### config.mk
export PLATFORM = sky130hd
export DESIGN_NAME = ph_reg_ctrl
export DESIGN_NICKNAME = d
export VERILOG_FILES = /design/src/rtl/ph_pkg.sv /design/src/rtl/ph_tick_timer.sv /design/src/rtl/ph_seq.sv /design/src/rtl/ph_reg_ctrl.sv
export SDC_FILE = /design/constraint.sdc
export NUM_CORES = 1
export LEC_CHECK = 0
export BUFFER_PORTS_ARGS = -buffer_cell sky130_fd_sc_hd__buf_2
export CAP_MARGIN = 20
export CORE_ASPECT_RATIO = 1.5
export CORE_MARGIN = 3
export CORE_UTILIZATION = 55
export CTS_BUF_LIST = sky130_fd_sc_hd__clkbuf_8 sky130_fd_sc_hd__clkbuf_16
export CTS_CLUSTER_SIZE = 25
export DETAILED_ROUTE_END_ITERATION = 8
export GPL_ROUTABILITY_DRIVEN = 0
export PLACE_DENSITY = 0.76
export SKIP_LAST_GASP = 1
export SYNTH_ARGS = -nofsm -noshare
export SYNTH_HDL_FRONTEND = slang
export SYNTH_SLANG_ARGS = --single-unit
### constraint.sdc
create_clock -name clk -period 2.33 [get_ports clk]
set_input_delay 0 -clock clk [delete_from_list [all_inputs] [get_ports clk]]
set_output_delay 0 -clock clk [all_outputs]
set_load 0.01 [all_outputs]
### src/rtl/ph_pkg.sv
package ph_pkg;

    typedef enum logic [1:0] {
        MODE_DIRECT   = 2'b00,
        MODE_HOLD     = 2'b01,
        MODE_PK_MIN   = 2'b10,
        MODE_PK_TIMED = 2'b11
    } ph_mode_e;

    typedef enum logic [1:0] {
        ST_IDLE  = 2'b00,
        ST_DRIVE = 2'b01,
        ST_REST  = 2'b10
    } ph_state_e;

    typedef struct packed {
        ph_mode_e    mode;
        logic [1:0]  pk_code;
        logic [1:0]  hd_code;
        logic [1:0]  off_code;
        logic [2:0]  pt_code;
    } ph_cfg_t;

    function automatic int ph_max3(input int a, input int b, input int c);
        int m;
        m = (a > b) ? a : b;
        return (m > c) ? m : c;
    endfunction

endpackage

### src/rtl/ph_tick_timer.sv
module ph_tick_timer #(
    parameter int W = 12
) (
    input  logic         clk,
    input  logic         rst_n,
    input  logic         tick,
    input  logic         clear,
    input  logic         load,
    input  logic [W-1:0] load_val,
    output logic         busy,
    output logic         expire
);

    logic [W-1:0] cnt_d, cnt_q;

    always_comb begin
        cnt_d = cnt_q;
        if (clear) begin
            cnt_d = '0;
        end else if (load) begin
            cnt_d = load_val;
        end else if (tick && (cnt_q != '0)) begin
            cnt_d = cnt_q - 1'b1;
        end
    end

    always_ff @(posedge clk or negedge rst_n) begin
        if (!rst_n) begin
            cnt_q <= '0;
        end else begin
            cnt_q <= cnt_d;
        end
    end

    assign busy   = (cnt_q != '0);
    assign expire = tick && !clear && !load && (cnt_q == W'(1));

    // without a tick, and with no load or clear, the count does not move
    a_r9_frozen_without_tick: assert property (@(posedge clk) disable iff (!rst_n)
        (!tick && !load && !clear) |=> $stable(cnt_q));

    // a clear empties the timer
    a_r3_clear_empties: assert property (@(posedge clk) disable iff (!rst_n)
        clear |=> !busy);

endmodule

### src/rtl/ph_seq.sv
module ph_seq
    import ph_pkg::*;
(
    input  logic       clk,
    input  logic       rst_n,
    input  logic       cmd_on,
    input  logic       cmp_hit,
    input  ph_cfg_t    cfg_in,
    input  logic       blank_busy,
    input  logic       off_expire,
    input  logic       pk_expire,
    output ph_cfg_t    cfg_o,
    output logic       drive_o,
    output logic       peak_o,
    output logic [1:0] thr_sel_o,
    output logic       load_blank,
    output logic       load_off,
    output logic       load_pk
);

    typedef struct packed {
        ph_state_e st;
        logic      peak;
        ph_cfg_t   cfg;
    } seq_t;

    seq_t seq_d, seq_q;
    logic hit_ok;

    always_comb begin
        seq_d      = seq_q;
        load_blank = 1'b0;
        load_off   = 1'b0;
        load_pk    = 1'b0;
        hit_ok     = (seq_q.cfg.mode != MODE_DIRECT) && cmp_hit && !blank_busy;

        unique case (seq_q.st)
            ST_IDLE: begin
                if (cmd_on) begin
                    seq_d.st   = ST_DRIVE;
                    seq_d.cfg  = cfg_in;
                    seq_d.peak = (cfg_in.mode == MODE_PK_MIN) ||
                                 (cfg_in.mode == MODE_PK_TIMED);
                    load_blank = 1'b1;
                    load_pk    = (cfg_in.mode == MODE_PK_TIMED);
                end
            end
            ST_DRIVE: begin
                if (hit_ok) begin
                    seq_d.st = ST_REST;
                    load_off = 1'b1;
                    if (seq_q.cfg.mode == MODE_PK_MIN) begin
                        seq_d.peak = 1'b0;
                    end
                end
            end
            ST_REST: begin
                if (off_expire) begin
                    seq_d.st   = ST_DRIVE;
                    load_blank = 1'b1;
                end
            end
            default: seq_d.st = ST_IDLE;
        endcase

        if (pk_expire && (seq_q.st != ST_IDLE)) begin
            seq_d.peak = 1'b0;
        end

        if (!cmd_on) begin
            seq_d.st   = ST_IDLE;
            seq_d.peak = 1'b0;
            load_blank = 1'b0;
            load_off   = 1'b0;
            load_pk    = 1'b0;
        end
    end

    always_ff @(posedge clk or negedge rst_n) begin
        if (!rst_n) begin
            seq_q <= '{st: ST_IDLE, peak: 1'b0, cfg: '0};
        end else begin
            seq_q <= seq_d;
        end
    end

    assign cfg_o     = seq_q.cfg;
    assign drive_o   = (seq_q.st == ST_DRIVE);
    assign peak_o    = seq_q.peak;
    assign thr_sel_o = (seq_q.st == ST_IDLE) ? 2'b00 :
                       (seq_q.peak ? seq_q.cfg.pk_code : seq_q.cfg.hd_code);

    // once at hold, the peak level never returns within one on period
    a_r7_hold_is_final: assert property (@(posedge clk) disable iff (!rst_n)
        (seq_q.st != ST_IDLE && !seq_q.peak) |=> !seq_q.peak);

    // the captured configuration is frozen while active
    a_r10_cfg_frozen: assert property (@(posedge clk) disable iff (!rst_n)
        (seq_q.st != ST_IDLE) |=> $stable(seq_q.cfg));

    // direct mode keeps the switch closed while commanded
    a_r2_direct_stays_on: assert property (@(posedge clk) disable iff (!rst_n)
        (seq_q.st == ST_DRIVE && seq_q.cfg.mode == MODE_DIRECT && cmd_on)
        |=> (seq_q.st == ST_DRIVE));

    // hold-only and direct modes never select the peak level
    a_r6_no_peak_in_hold: assert property (@(posedge clk) disable iff (!rst_n)
        (seq_q.st != ST_IDLE && (seq_q.cfg.mode == MODE_HOLD ||
                                 seq_q.cfg.mode == MODE_DIRECT)) |-> !seq_q.peak);

endmodule

### src/rtl/ph_reg_ctrl.sv
module ph_reg_ctrl
    import ph_pkg::*;
#(
    parameter int BLANK_US    = 20,
    parameter int OFF_STEP_US = 100,
    parameter int PT_BASE_US  = 800,
    parameter int PT_STEP_US  = 400
) (
    input  logic       clk,
    input  logic       rst_n,
    input  logic       cmd_on,
    input  logic [1:0] mode,
    input  logic [1:0] pk_code,
    input  logic [1:0] hd_code,
    input  logic [1:0] off_code,
    input  logic [2:0] pt_code,
    input  logic       cmp_hit,
    input  logic       us_tick,
    output logic       gate_en,
    output logic       thr_peak,
    output logic [1:0] thr_sel
);

    localparam int N_TMR   = 3;
    localparam int T_BLANK = 0;
    localparam int T_OFF   = 1;
    localparam int T_PK    = 2;
    localparam int OFF_MAX = 4 * OFF_STEP_US;
    localparam int PT_MAX  = PT_BASE_US + 7 * PT_STEP_US;
    localparam int TW      = $clog2(ph_max3(BLANK_US, OFF_MAX, PT_MAX) + 1);

    ph_cfg_t          cfg_in, cfg_q;
    logic             drive_q;
    logic             tmr_clear;
    logic [N_TMR-1:0] tmr_load, tmr_busy, tmr_expire;
    logic [TW-1:0]    tmr_val [N_TMR];

    always_comb begin
        cfg_in.mode     = ph_mode_e'(mode);
        cfg_in.pk_code  = pk_code;
        cfg_in.hd_code  = hd_code;
        cfg_in.off_code = off_code;
        cfg_in.pt_code  = pt_code;
    end

    ph_seq u_seq (
        .clk        (clk),
        .rst_n      (rst_n),
        .cmd_on     (cmd_on),
        .cmp_hit    (cmp_hit),
        .cfg_in     (cfg_in),
        .blank_busy (tmr_busy[T_BLANK]),
        .off_expire (tmr_expire[T_OFF]),
        .pk_expire  (tmr_expire[T_PK]),
        .cfg_o      (cfg_q),
        .drive_o    (drive_q),
        .peak_o     (thr_peak),
        .thr_sel_o  (thr_sel),
        .load_blank (tmr_load[T_BLANK]),
        .load_off   (tmr_load[T_OFF]),
        .load_pk    (tmr_load[T_PK])
    );

    assign tmr_clear = !cmd_on;

    always_comb begin
        tmr_val[T_BLANK] = TW'(BLANK_US);
        tmr_val[T_OFF]   = TW'(OFF_STEP_US * (int'(cfg_q.off_code) + 1));
        tmr_val[T_PK]    = TW'(PT_BASE_US + PT_STEP_US * int'(cfg_in.pt_code));
    end

    for (genvar gi = 0; gi < N_TMR; gi++) begin : g_tmr
        ph_tick_timer #(.W(TW)) u_tmr (
            .clk      (clk),
            .rst_n    (rst_n),
            .tick     (us_tick),
            .clear    (tmr_clear),
            .load     (tmr_load[gi]),
            .load_val (tmr_val[gi]),
            .busy     (tmr_busy[gi]),
            .expire   (tmr_expire[gi])
        );
    end

    assign gate_en = drive_q && cmd_on;

    // a low command leaves the sequencer with the switch open
    a_r3_idle_after_drop: assert property (@(posedge clk) disable iff (!rst_n)
        !cmd_on |=> !drive_q);

    // a low command empties the peak-time window
    a_r3_peak_window_cleared: assert property (@(posedge clk) disable iff (!rst_n)
        !cmd_on |=> !tmr_busy[T_PK]);

    // while blanking runs, a closed switch stays closed
    a_r4_blank_keeps_gate: assert property (@(posedge clk) disable iff (!rst_n)
        (cmd_on && drive_q && tmr_busy[T_BLANK]) |=> drive_q);

    // the blanking window ends when its count runs out
    a_r4_blank_runs_out: assert property (@(posedge clk) disable iff (!rst_n)
        tmr_expire[T_BLANK] |=> !tmr_busy[T_BLANK]);

    // while the off-time count runs, an open switch stays open
    a_r5_off_keeps_open: assert property (@(posedge clk) disable iff (!rst_n)
        (cmd_on && !drive_q && tmr_busy[T_OFF] && !tmr_expire[T_OFF]) |=> !drive_q);

endmodule

* Yosys cells after proc, flatten, opt, wreduce, memory -nomap -nowiden
Cells that the tools add are included. Widths: inputs -> output; s select.
Cells by class: muxes and demuxes 26, equality and inequality tests 15, reductions and logical operators 25, $mul 2, add/subtract/negate cells 5
Operators by type and width (count):
- $mux 12 | 9
- $reduce_bool 12->1 | 3
- $sub 12x1->12 const B | 3
- $eq 12x1->1 const B | 2
- $mul 5x3->8 const A | 2
- $add 10x12->12 const A | 1
- $logic_and 1x1->1 | 12
- $mux 1 | 9
- $ne 3x1->1 const B | 3
- $eq 2x2->1 const B | 4
- $ne 4x2->1 const B | 2
- $mux 2 | 3
- $mux 3 | 2
- $ne 3x2->1 const B | 2
- $pmux 2 s3 | 1
- $ne 4x1->1 const B | 1
- $pmux 1 s2 | 2
- $reduce_and 2->1 | 2
- $reduce_bool 2->1 | 2
- $add 2x1->3 const B | 1
- $logic_not 1->1 | 3
- $reduce_and 3->1 | 1
- $eq 2x1->1 const B | 1
- $logic_not 2->1 | 1
- $logic_or 1x1->1 | 1
Word-level totals: bits of input ports 16, output and inout port bits 4, flip-flop bits (word level) 47

* Longest topological paths before layout
Gate-level depths: netlist of run 1.
word-level depth 14, depth in mapped cells 8, depth with buffers taken out 8

* Modules after synthesis
A second synthesis of run 1 with hierarchy kept.
Second synthesis, totals: cell total of the unflattened synthesis 386, area total of the unflattened synthesis 3553.4 µm²
By module, submodules not included:
- ph_tick_timer | area an instance 852.1 µm², sequential area each 300.3 µm², instances 3, cells each 98
- ph_seq | area an instance 719.4 µm², sequential area each 350.3 µm², instances 1, cells each 59
- ph_reg_ctrl | area an instance 277.8 µm², sequential area each 0.0 µm², instances 1, cells each 33

* Least setup slack after synthesis of run 1
No wires, ideal clock.
path kind reg2reg, start register g_tmr[0].u_tmr.cnt_q[5], end register g_tmr[1].u_tmr.cnt_q[6], arrival 2145 ps, cell stages (with the launch flop) 6, slack 42 ps, setup time 143 ps, buffers on the path 1, cell sequence dfrtp_1 -> or4_4 -> or4_1 -> buf_2 -> o31ai_1 -> o22ai_1
On the way: cells in the longest elaborated chain, start to end 8, elaborated cells on any way between the ends 9, those cells by class eq/ne (1); mux (5); reduce/logical (3)
RTL lines:
- start: declaration | line ph_tick_timer.sv:14 | logic [W-1:0] cnt_d, cnt_q;
- start signal: assignment | line ph_tick_timer.sv:31 | cnt_q <= cnt_d;
- $reduce_bool 12->1 (*) | line ph_tick_timer.sv:35 | assign busy = (cnt_q != '0);
- $logic_not 1->1 (*) | line ph_seq.sv:35 | hit_ok = (seq_q.cfg.mode != MODE_DIRECT) && cmp_hit && !blank_busy;
- $logic_and 1x1->1 (*) | line ph_seq.sv:35
- $mux 1 (*) | line ph_seq.sv:49 | if (hit_ok) begin
- $mux 1 (*) | line ph_seq.sv:37 | unique case (seq_q.st)
- $mux 1 (*) | line ph_seq.sv:70 | if (!cmd_on) begin
- $mux 12 | line ph_tick_timer.sv:20 | end else if (load) begin
- $mux 12 | line ph_tick_timer.sv:18 | if (clear) begin
- end signal: assignment | line ph_tick_timer.sv:31
- end: declaration | line ph_tick_timer.sv:14
Mark *: on every way between the ends. The rest lies on a longest branch, timed or not. A chain may end at the register's enable or synchronous reset.

* Final worst setup path of run 1
start register g_tmr[0].u_tmr.cnt_q[5], end register g_tmr[0].u_tmr.cnt_q[10]
On the way: cells in the longest elaborated chain, start to end 14, elaborated cells on any way between the ends 18, those cells by class add/sub (1); eq/ne (1); mux (9); reduce/logical (7)
RTL lines:
- $reduce_bool 12->1 | line ph_tick_timer.sv:22, ph_tick_timer.sv:35
- $logic_not 1->1 | line ph_seq.sv:35
- $logic_and 1x1->1 | line ph_seq.sv:35
- $mux 1 | line ph_seq.sv:49
- $mux 1 | line ph_seq.sv:37
- $mux 1 | line ph_seq.sv:70
- $logic_not 1->1 | line ph_tick_timer.sv:36 | assign expire = tick && !clear && !load && (cnt_q == W'(1));
- $logic_and 1x1->1 (2 in a row) | line ph_tick_timer.sv:36
- $mux 1 | line ph_seq.sv:58 | if (off_expire) begin
- $pmux 1 s2 | line ph_seq.sv:37
- $mux 1 | line ph_seq.sv:70
- $mux 12 | line ph_tick_timer.sv:20
- $mux 12 | line ph_tick_timer.sv:18
Parallel ways exist; a longest one is shown, timed or not. The select of a mux whose other input is x is not followed.

==> impl_table.tex, run 1 <==
\begin{tabular}{lr}
\hline
Metric & Value \\
\hline
\multicolumn{2}{l}{\textbf{Logic synthesis}} \\
Asr flop ratio synth & 100\% \\
Synthesis-stage register bit count & 47 \\
Post-synth design cell area & 2950 µm² \\
Synthesized area per cell & 9.42 µm² \\
Most frequently used flop master after synthesis & sky130\_fd\_sc\_hd\_\_dfrtp\_1 \\
Synth Warn \# & 0 \\
Number of distinct library cells after synthesis & 47 \\
Post-synth EDFFs & 0 \\
Gate count after technology mapping & 313 \\
Portion of the post-synthesis area used by sequential elements & 39.9\% \\
Synthesized Nets & 346 \\
\multicolumn{2}{l}{\textbf{Timing}} \\
Headroom to the max-slew limit & between 50 and 60\% \\
Final number of setup-violating endpoints & 0 \\
Worst setup skew after layout & 5.95 ps \\
Slew Viols, Final & 0 \\
Final-report hold violation count & 0 \\
Final TNS setup & 0 ps \\
Fmax & 438 MHz \\
Setup repair after global routing missed its margin & no \\
Slew at the pin with the worst max-slew slack & 683 ps \\
Crit path time final & 2280 ps \\
Final Cycle Share & 98.0\% \\
\multicolumn{2}{l}{\textbf{Power}} \\
Share of total power in sequential cells & 32.9\% \\
Switch share & 42.0\% \\
Worst VDD drop & 875 µV \\
Total net switching power & 1660 µW \\
Pwr Density & 1140 nW/µm² \\
Internal power contribution & 2300 µW \\
Share of total power in the clock network & around 17\% \\
Combinational fraction of design power & 50.6\% \\
Lkg Pwr & $\sim$0.0015 µW \\
\multicolumn{2}{l}{\textbf{Clocking}} \\
Clock tree buffer depth & 2 \\
Clock slew at the register clock pins of the worst setup and hold paths & around 90 ps \\
Clk\_lat worst skew & 310 ps \\
Clock buffers created by TritonCTS & 5 \\
CTS tree & yes \\
Deepest level of the CTS H-tree & 2 \\
Buffer cell driving the clock tree root & sky130\_fd\_sc\_hd\_\_clkbuf\_8 \\
TritonCTS Sinks & 47 \\
\multicolumn{2}{l}{\textbf{Detailed routing}} \\
Initial DRC Count & 105 \\
Average wire length per cell after detail routing & 16.6 µm \\
Number of iterations in the first detailed-routing pass & 4 \\
Routed vias & 2654 \\
Vias per Instance & $\sim$6.2 \\
Antenna Nets Post-Route & 0 \\
Detailed-route DRC error count & 0 \\
Wire length reported by the detailed router & 7070 µm \\
\multicolumn{2}{l}{\textbf{Worst hold path}} \\
Path category of the worst min-delay check & input port to flop \\
Hold Crit Depth & 2 \\
\multicolumn{2}{l}{\textbf{Floorplanning}} \\
Initial standard-cell utilization of the core & 57.1\% \\
Std-Cell Rows & 32 \\
Y dimension of the die & approximately 96 µm \\
DIE AREA & $\sim$6300 µm² \\
I/O pin count & 20 \\
Die Span X & 65.8 µm \\
Core outline area & 5160 µm² \\
\multicolumn{2}{l}{\textbf{Run status}} \\
Status & finished clean \\
\multicolumn{2}{l}{\textbf{Setup path}} \\
Worst flop-to-flop path startpoint & g\_tmr[0].u\_tmr.cnt\_q[5]\$\_DFFE\_PN0P\_ \\
Critical Path RT & 2570 ps \\
Critical Path End Type & flop \\
Worst reg2reg path endpoint & g\_tmr[0].u\_tmr.cnt\_q[10]\$\_DFFE\_PN0P\_ \\
Number of cells on the worst reg-to-reg path & 5 \\
R2R Setup Slk & 50 ps \\
Worst setup path class & flop to flop \\
Kind of start point of the critical path & flop \\
Start point of the critical path & g\_tmr[0].u\_tmr.cnt\_q[5]\$\_DFFE\_PN0P\_ \\
CP Max Fanout & 6 \\
CP arrival & 2530 ps \\
Timing endpoint of the critical path & g\_tmr[0].u\_tmr.cnt\_q[10]\$\_DFFE\_PN0P\_ \\
\multicolumn{2}{l}{\textbf{Global route}} \\
Global router's overall resource usage & 24.4\% \\
Pin count of the biggest net entering global routing & 36 \\
Via count of the first global-routing pass & 2664 \\
Global route overflow & 0 \\
Initial antenna violation count & 0 \\
Wire length of the first global-routing pass & 12000 µm \\
\multicolumn{2}{l}{\textbf{Final layout}} \\
Share of the core filled with cells in the final layout & between 60\% and 70\% \\
Final Non-Filler Cells & around 430 \\
Commonest cells after routing, fill and taps aside & sky130\_fd\_sc\_hd\_\_dfrtp\_1 (47), sky130\_fd\_sc\_hd\_\_a21oi\_1 (23), sky130\_fd\_sc\_hd\_\_buf\_4 (23), sky130\_fd\_sc\_hd\_\_o21ai\_0 (21), sky130\_fd\_sc\_hd\_\_buf\_2 (19) \\
Proportion of layout cells with a drive suffix above 1 & between 15 and 20\% \\
Design area & 3470 µm² \\
Commonest non-fill, non-tap cell in the layout & sky130\_fd\_sc\_hd\_\_dfrtp\_1 \\
Count of nets after finishing & 389 \\
Area delta synth->final & 17.6\% \\
Number of antenna cells inserted & 0 \\
\multicolumn{2}{l}{\textbf{Place}} \\
Estimated wirelength of the detail-placed design & 5210 µm \\
Instance count after placement with tap cells included & 407 \\
Cell area after placement & 3230 µm² \\
I/O Buffers & 19 \\
\multicolumn{2}{l}{\textbf{Job}} \\
MaxCap Viol Count & 0 \\
\hline
\end{tabular}
## what timing repair did
item                                    CTS  global route
pin swaps                                 0             1
setup buffers                             0             0
endpoints found under the setup margin    9            11
resized for setup                         2             2
hold endpoints to repair                 22             0
hold buffers                             10             0
## cells in the mapped netlist (all sizes together) (2+ instances only)
cell	n	area [µm²]
clkbuf	13	48.8
o21a	2	15.0
o31ai	12	90.1
mux2	6	67.6
or4b	4	40.0
a21o	2	15.0
nand3	7	35.0
nand3b	2	15.0
a311oi	4	35.0
nor3	5	25.0
a31oi	11	68.8
or4	14	109
nor3b	2	15.0
nand2	15	56.3
and3	2	12.5
mux2i	4	40.0
or3b	3	26.3
a211oi	4	30.0
inv	15	56.3
a2111oi	2	17.5
xnor2	6	52.6
or2	5	31.3
buf	3	21.3
ha	17	213
xor2	4	35.0
o21ai	22	110
o41ai	10	87.6
dfrtp	47	1180
nor2	13	48.8
or3	14	87.6
nor4	8	50.1
a21oi	24	120
nand4bb	2	22.5
## logic make-up (layout without fill, tap and decap cells)
family | count (synthesis) | count (layout) | share of synthesized area [%]
AND/OR/NAND/NOR | 99 | 99 | 20.2
flip-flops | 47 | 47 | 39.9
XOR/XNOR | 10 | 10 | 2.97
buffers and inverters | 31 | 75 | 4.29
AO/OA/AOI/OAI | 99 | 99 | 21.8
multiplexers | 10 | 10 | 3.65
adder cells (fa/ha/maj) | 17 | 17 | 7.22
## worst min-delay path by stage
stage / to / startpoint
after global placement: g_tmr[1].u_tmr.cnt_q[7]$_DFFE_PN0P_ / rst_n
final: g_tmr[1].u_tmr.cnt_q[1]$_DFFE_PN0P_ / us_tick
after global routing: g_tmr[1].u_tmr.cnt_q[3]$_DFFE_PN0P_ / cmd_on
after floorplan: g_tmr[0].u_tmr.cnt_q[0]$_DFFE_PN0P_ / rst_n
after CTS: g_tmr[1].u_tmr.cnt_q[1]$_DFFE_PN0P_ / us_tick
after detailed placement: g_tmr[1].u_tmr.cnt_q[7]$_DFFE_PN0P_ / rst_n
## flip-flops by register name, summed over array words and instances (netlist names)
signal and cells:
g_tmr.u_tmr.cnt_q 36, u_seq.cfg_o 8, u_seq.peak_o 1, u_seq.seq_q 2
## critical path, cell delays in order, from the launching register on
cell                      delay, ps
sky130_fd_sc_hd__dfrtp_1        390
sky130_fd_sc_hd__or4_4          550
sky130_fd_sc_hd__buf_4          160
sky130_fd_sc_hd__or2_2          320
sky130_fd_sc_hd__or4b_2         660
sky130_fd_sc_hd__a21oi_2        150
## power groups by stage
stage	registers (µW)	clock network [µW]	logic [µW]
2_1_floorplan	1240	0	1450
3_3_place_gp	1290	0	1900
3_5_place_dp	1310	0	1940
4_1_cts	1290	661	1980
5_1_grt	1340	687	2230
6_report	1300	652	2000
## metrics by stage
| stage | total power (µW) | hold slack (ps) | setup WS [ps] |
|---|---|---|---|
| floorplan | 2690 | -296 | 42.2 |
| finish | 3960 | 54.6 | 47.2 |
| global route | 4260 | 82.3 | 2.35 |
| CTS | 3940 | 54.3 | 27.0 |
| global placement | 3190 | -84.3 | -15.1 |
| detailed placement | 3260 | -87.7 | -93.4 |
## cell type report
type / count / area (µm²)
multi-input cells: 235 / 1660
fillers: 412 / 1700
flip-flops and latches: 47 / 1180
clock inverters: 2 / 38.8
well taps: 68 / 85.1
repair buffers: 52 / 368
clock buffers: 6 / 82.6
inverters: 15 / 56.3
## layer usage
layer  global-route usage (%)  part of all wire, %
met2                     44.9                   55
met3                     3.07                  2.4
met4                     11.2                  2.6
met1                     27.3                   39
met5                        0                    0
Note: power is estimated with default switching activity, not from simulation.
==> run 2: changes to the inputs <==
--- a/config.mk
+++ b/config.mk
@@ -14,7 +14,7 @@
 export CTS_CLUSTER_SIZE = 25
 export DETAILED_ROUTE_END_ITERATION = 8
 export GPL_ROUTABILITY_DRIVEN = 0
-export PLACE_DENSITY = 0.76
+export PLACE_DENSITY = 0.74
 export SKIP_LAST_GASP = 1
 export SYNTH_ARGS = -nofsm -noshare
 export SYNTH_HDL_FRONTEND = slang
==> constraint.sdc (replaced) <==
create_clock -name clk -period 2.39 [get_ports clk]
set_input_delay 0 -clock clk [delete_from_list [all_inputs] [get_ports clk]]
set_output_delay 0 -clock clk [all_outputs]
set_load 0.01 [all_outputs]
==> run 2 against run 1 <==
Against the previous run:
- first-iteration DRC count is 30% higher
- via count is 0.64% higher
- clock skew is 2.8 ps higher
- global-route usage is 0.54 points lower
- wire length is 3.0% lower
- sequential share of layout area is 0.60 points higher
- clock-buffer cell count is 1 lower
- non-clock buffer count is 3 lower
- die area stayed put
- combinational power is 5% lower
- largest cell class unchanged
==> impl_table.tex, run 2 (synthesis results as in run 1) <==
\begin{tabular}{lr}
\hline
Metric & Value \\
\hline
\multicolumn{2}{l}{\textbf{Run status}} \\
Status & finished clean \\
\multicolumn{2}{l}{\textbf{Floorplanning}} \\
Core outline area & about 5200 µm² \\
I/O pin count & 20 \\
Initial standard-cell utilization of the core & between 50\% and 60\% \\
Std-Cell Rows & 32 \\
DIE AREA & 6290 µm² \\
Y dimension of the die & 95.7 µm \\
Die Span X & around 66 µm \\
\multicolumn{2}{l}{\textbf{Global route}} \\
Pin count of the biggest net entering global routing & 34 \\
Wire length of the first global-routing pass & around 12000 µm \\
Via count of the first global-routing pass & 2658 \\
Global route overflow & 0 \\
Initial antenna violation count & 0 \\
Global router's overall resource usage & 23.8\% \\
\multicolumn{2}{l}{\textbf{Clocking}} \\
CTS tree & yes \\
Deepest level of the CTS H-tree & 2 \\
TritonCTS Sinks & 47 \\
Post-CTS setup buffers & 0 \\
Buffer cell driving the clock tree root & sky130\_fd\_sc\_hd\_\_clkbuf\_8 \\
Clock buffers created by TritonCTS & 5 \\
Clock slew at the register clock pins of the worst setup and hold paths & 90 ps \\
Clock tree buffer depth & 2 \\
Clk\_lat worst skew & 310 ps \\
\multicolumn{2}{l}{\textbf{Detailed routing}} \\
Average wire length per cell after detail routing & 16.2 µm \\
Met1 WL & 2830 µm \\
Vias per Instance & 6.33 \\
Initial DRC Count & roughly 140 \\
Number of iterations in the first detailed-routing pass & 4 \\
Met3 WL post-DR & 234 µm \\
Routed wl met2 & 3610 µm \\
Antenna Nets Post-Route & 0 \\
Routed vias & 2671 \\
Wire length reported by the detailed router & 6850 µm \\
Detailed-route DRC error count & 0 \\
Highest metal layer used by the detailed router & met4 \\
\multicolumn{2}{l}{\textbf{Final layout}} \\
Area delta synth->final & 15.5\% \\
Proportion of layout cells with a drive suffix above 1 & 18.6\% \\
Commonest non-fill, non-tap cell in the layout & sky130\_fd\_sc\_hd\_\_dfrtp\_1 \\
Max FFs per register & 36 \\
Count of nets after finishing & 386 \\
\# fillers & 415 \\
Number of antenna cells inserted & 0 \\
Commonest cells after routing, fill and taps aside & sky130\_fd\_sc\_hd\_\_dfrtp\_1 (47), sky130\_fd\_sc\_hd\_\_a21oi\_1 (24), sky130\_fd\_sc\_hd\_\_o21ai\_0 (21), sky130\_fd\_sc\_hd\_\_buf\_4 (20), sky130\_fd\_sc\_hd\_\_buf\_2 (19) \\
Largest register by flop count & g\_tmr.u\_tmr.cnt\_q \\
\multicolumn{2}{l}{\textbf{Timing}} \\
Crit path time final & 2280 ps \\
Final-report hold violation count & 0 \\
Fmax & 439 MHz \\
Setup repair after global routing missed its margin & no \\
Headroom to the max-slew limit & a little under three fifths \\
Final TNS setup & 0 ps \\
Slew Viols, Final & 0 \\
Final Cycle Share & between 90\% and 100\% \\
Slew at the pin with the worst max-slew slack & 665 ps \\
Worst setup skew after layout & 8.77 ps \\
Final number of setup-violating endpoints & 0 \\
Minimum hold slack & $\sim$85 ps \\
\multicolumn{2}{l}{\textbf{Setup path}} \\
Slowest CP cell & sky130\_fd\_sc\_hd\_\_or4\_4 \\
CP max stage delay & 480 ps \\
Worst flop-to-flop path startpoint & g\_tmr[0].u\_tmr.cnt\_q[1]\$\_DFFE\_PN0P\_ \\
Worst setup path class & flop to flop \\
Critical Path RT & approximately 2600 ps \\
Crit path buf inv count & 2 \\
CP arrival & 2470 ps \\
Start point of the critical path & g\_tmr[0].u\_tmr.cnt\_q[1]\$\_DFFE\_PN0P\_ \\
CP Max Fanout & 6 \\
Kind of start point of the critical path & flop \\
Critical-path cell list & inv\_1 -> ha\_1 -> or4b\_1 -> or4\_4 -> buf\_4 -> o41ai\_1 -> a21oi\_1 \\
Critical Path End Type & flop \\
R2R Setup Slk & 110 ps \\
CP delay by family, top & simple AND/OR/NAND/NOR gates \\
\multicolumn{2}{l}{\textbf{Power}} \\
Switch share & a little over two fifths \\
Lkg Pwr & 0.00150 µW \\
Total net switching power & between 1500 and 2000 µW \\
Worst VDD drop & 726 µV \\
Pwr Density & 1080 nW/µm² \\
Share of total power in the clock network & between 10\% and 20\% \\
Internal power contribution & between 2000 and 2500 µW \\
Share of total power in sequential cells & 34.6\% \\
Combinational fraction of design power & 52.1\% \\
\multicolumn{2}{l}{\textbf{Place}} \\
I/O Buffers & 19 \\
Estimated wirelength of the detail-placed design & between 4000 and 5000 µm \\
\multicolumn{2}{l}{\textbf{Worst hold path}} \\
Path category of the worst min-delay check & input port to flop \\
Worst Hold Launch & cmd\_on \\
\multicolumn{2}{l}{\textbf{Job}} \\
MaxCap Viol Count & 0 \\
\hline
\end{tabular}
==> run 2: final timing paths <==
path                       cells after the start                                   to
hold reg to reg                                1           u_seq.cfg_o[5]$_DFFE_PN0P_
min in group asynchronous                      2  g_tmr[2].u_tmr.cnt_q[8]$_DFFE_PN0P_
setup reg to reg                               7  g_tmr[1].u_tmr.cnt_q[9]$_DFFE_PN0P_
setup / recovery                               7  g_tmr[1].u_tmr.cnt_q[9]$_DFFE_PN0P_
max in group asynchronous                      3  g_tmr[0].u_tmr.cnt_q[1]$_DFFE_PN0P_
hold / removal                                 3  g_tmr[1].u_tmr.cnt_q[3]$_DFFE_PN0P_
==> run 2: worst reg2reg max path: stages, from the launching register on <==
cell and delay, ps:
sky130_fd_sc_hd__dfrtp_1 380, sky130_fd_sc_hd__inv_1 80, sky130_fd_sc_hd__ha_1 140, sky130_fd_sc_hd__or4b_1 450, sky130_fd_sc_hd__or4_4 480, sky130_fd_sc_hd__buf_4 170
sky130_fd_sc_hd__o41ai_1 390, sky130_fd_sc_hd__a21oi_1 70
==> run 2: repair_timing <==
item	CTS	global route
hold buffers	10	0
hold endpoints to repair	24	0
setup endpoints to repair	0	19
resized for setup	0	3
==> run 2: per-layer routing <==
layer	GRT usage, %	vias to the layer above
li1	-	1287
met1	26.7	1311
met2	42.7	55
met3	4.36	18
met4	11.4	0
met5	0	-
==> run 2: power by group through the flow <==
| stage | logic [µW] | clock network, µW | registers [µW] |
|---|---|---|---|
| global route | 2140 | 534 | 1310 |
| global placement | 1830 | 0 | 1260 |
| finish | 1910 | 489 | 1270 |
| detailed placement | 1860 | 0 | 1280 |
| CTS | 1890 | 508 | 1260 |
| floorplan | 1410 | 0 | 1210 |
==> run 2: layout make-up <==
class | count | area, µm² | share of cell area, %
Multi-Input combinational cell | 235 | 1660 | 48.6
Sequential cell | 47 | 1180 | 34.5
Timing Repair Buffer | 49 | 345 | 10.1
Tap cell | 68 | 85.1 | 2.50
Clock buffer | 5 | 68.8 | 2.02
Inverter | 15 | 56.3 | 1.65
Clock inverter | 3 | 18.8 | 0.551
==> run 2: metrics by stage <==
stage	total power (µW)	setup WS [ps]	area (µm²)	instances	utilization, %
6_report	3670	111	3410	422	65.9
5_1_grt	3980	59.6	3410	422	65.9
2_1_floorplan	2620	102	2950	313	-
3_5_place_dp	3140	22.4	3210	404	62.1
3_3_place_gp	3090	64.9	3210	404	62.1
4_1_cts	3660	0.255	3400	422	65.7
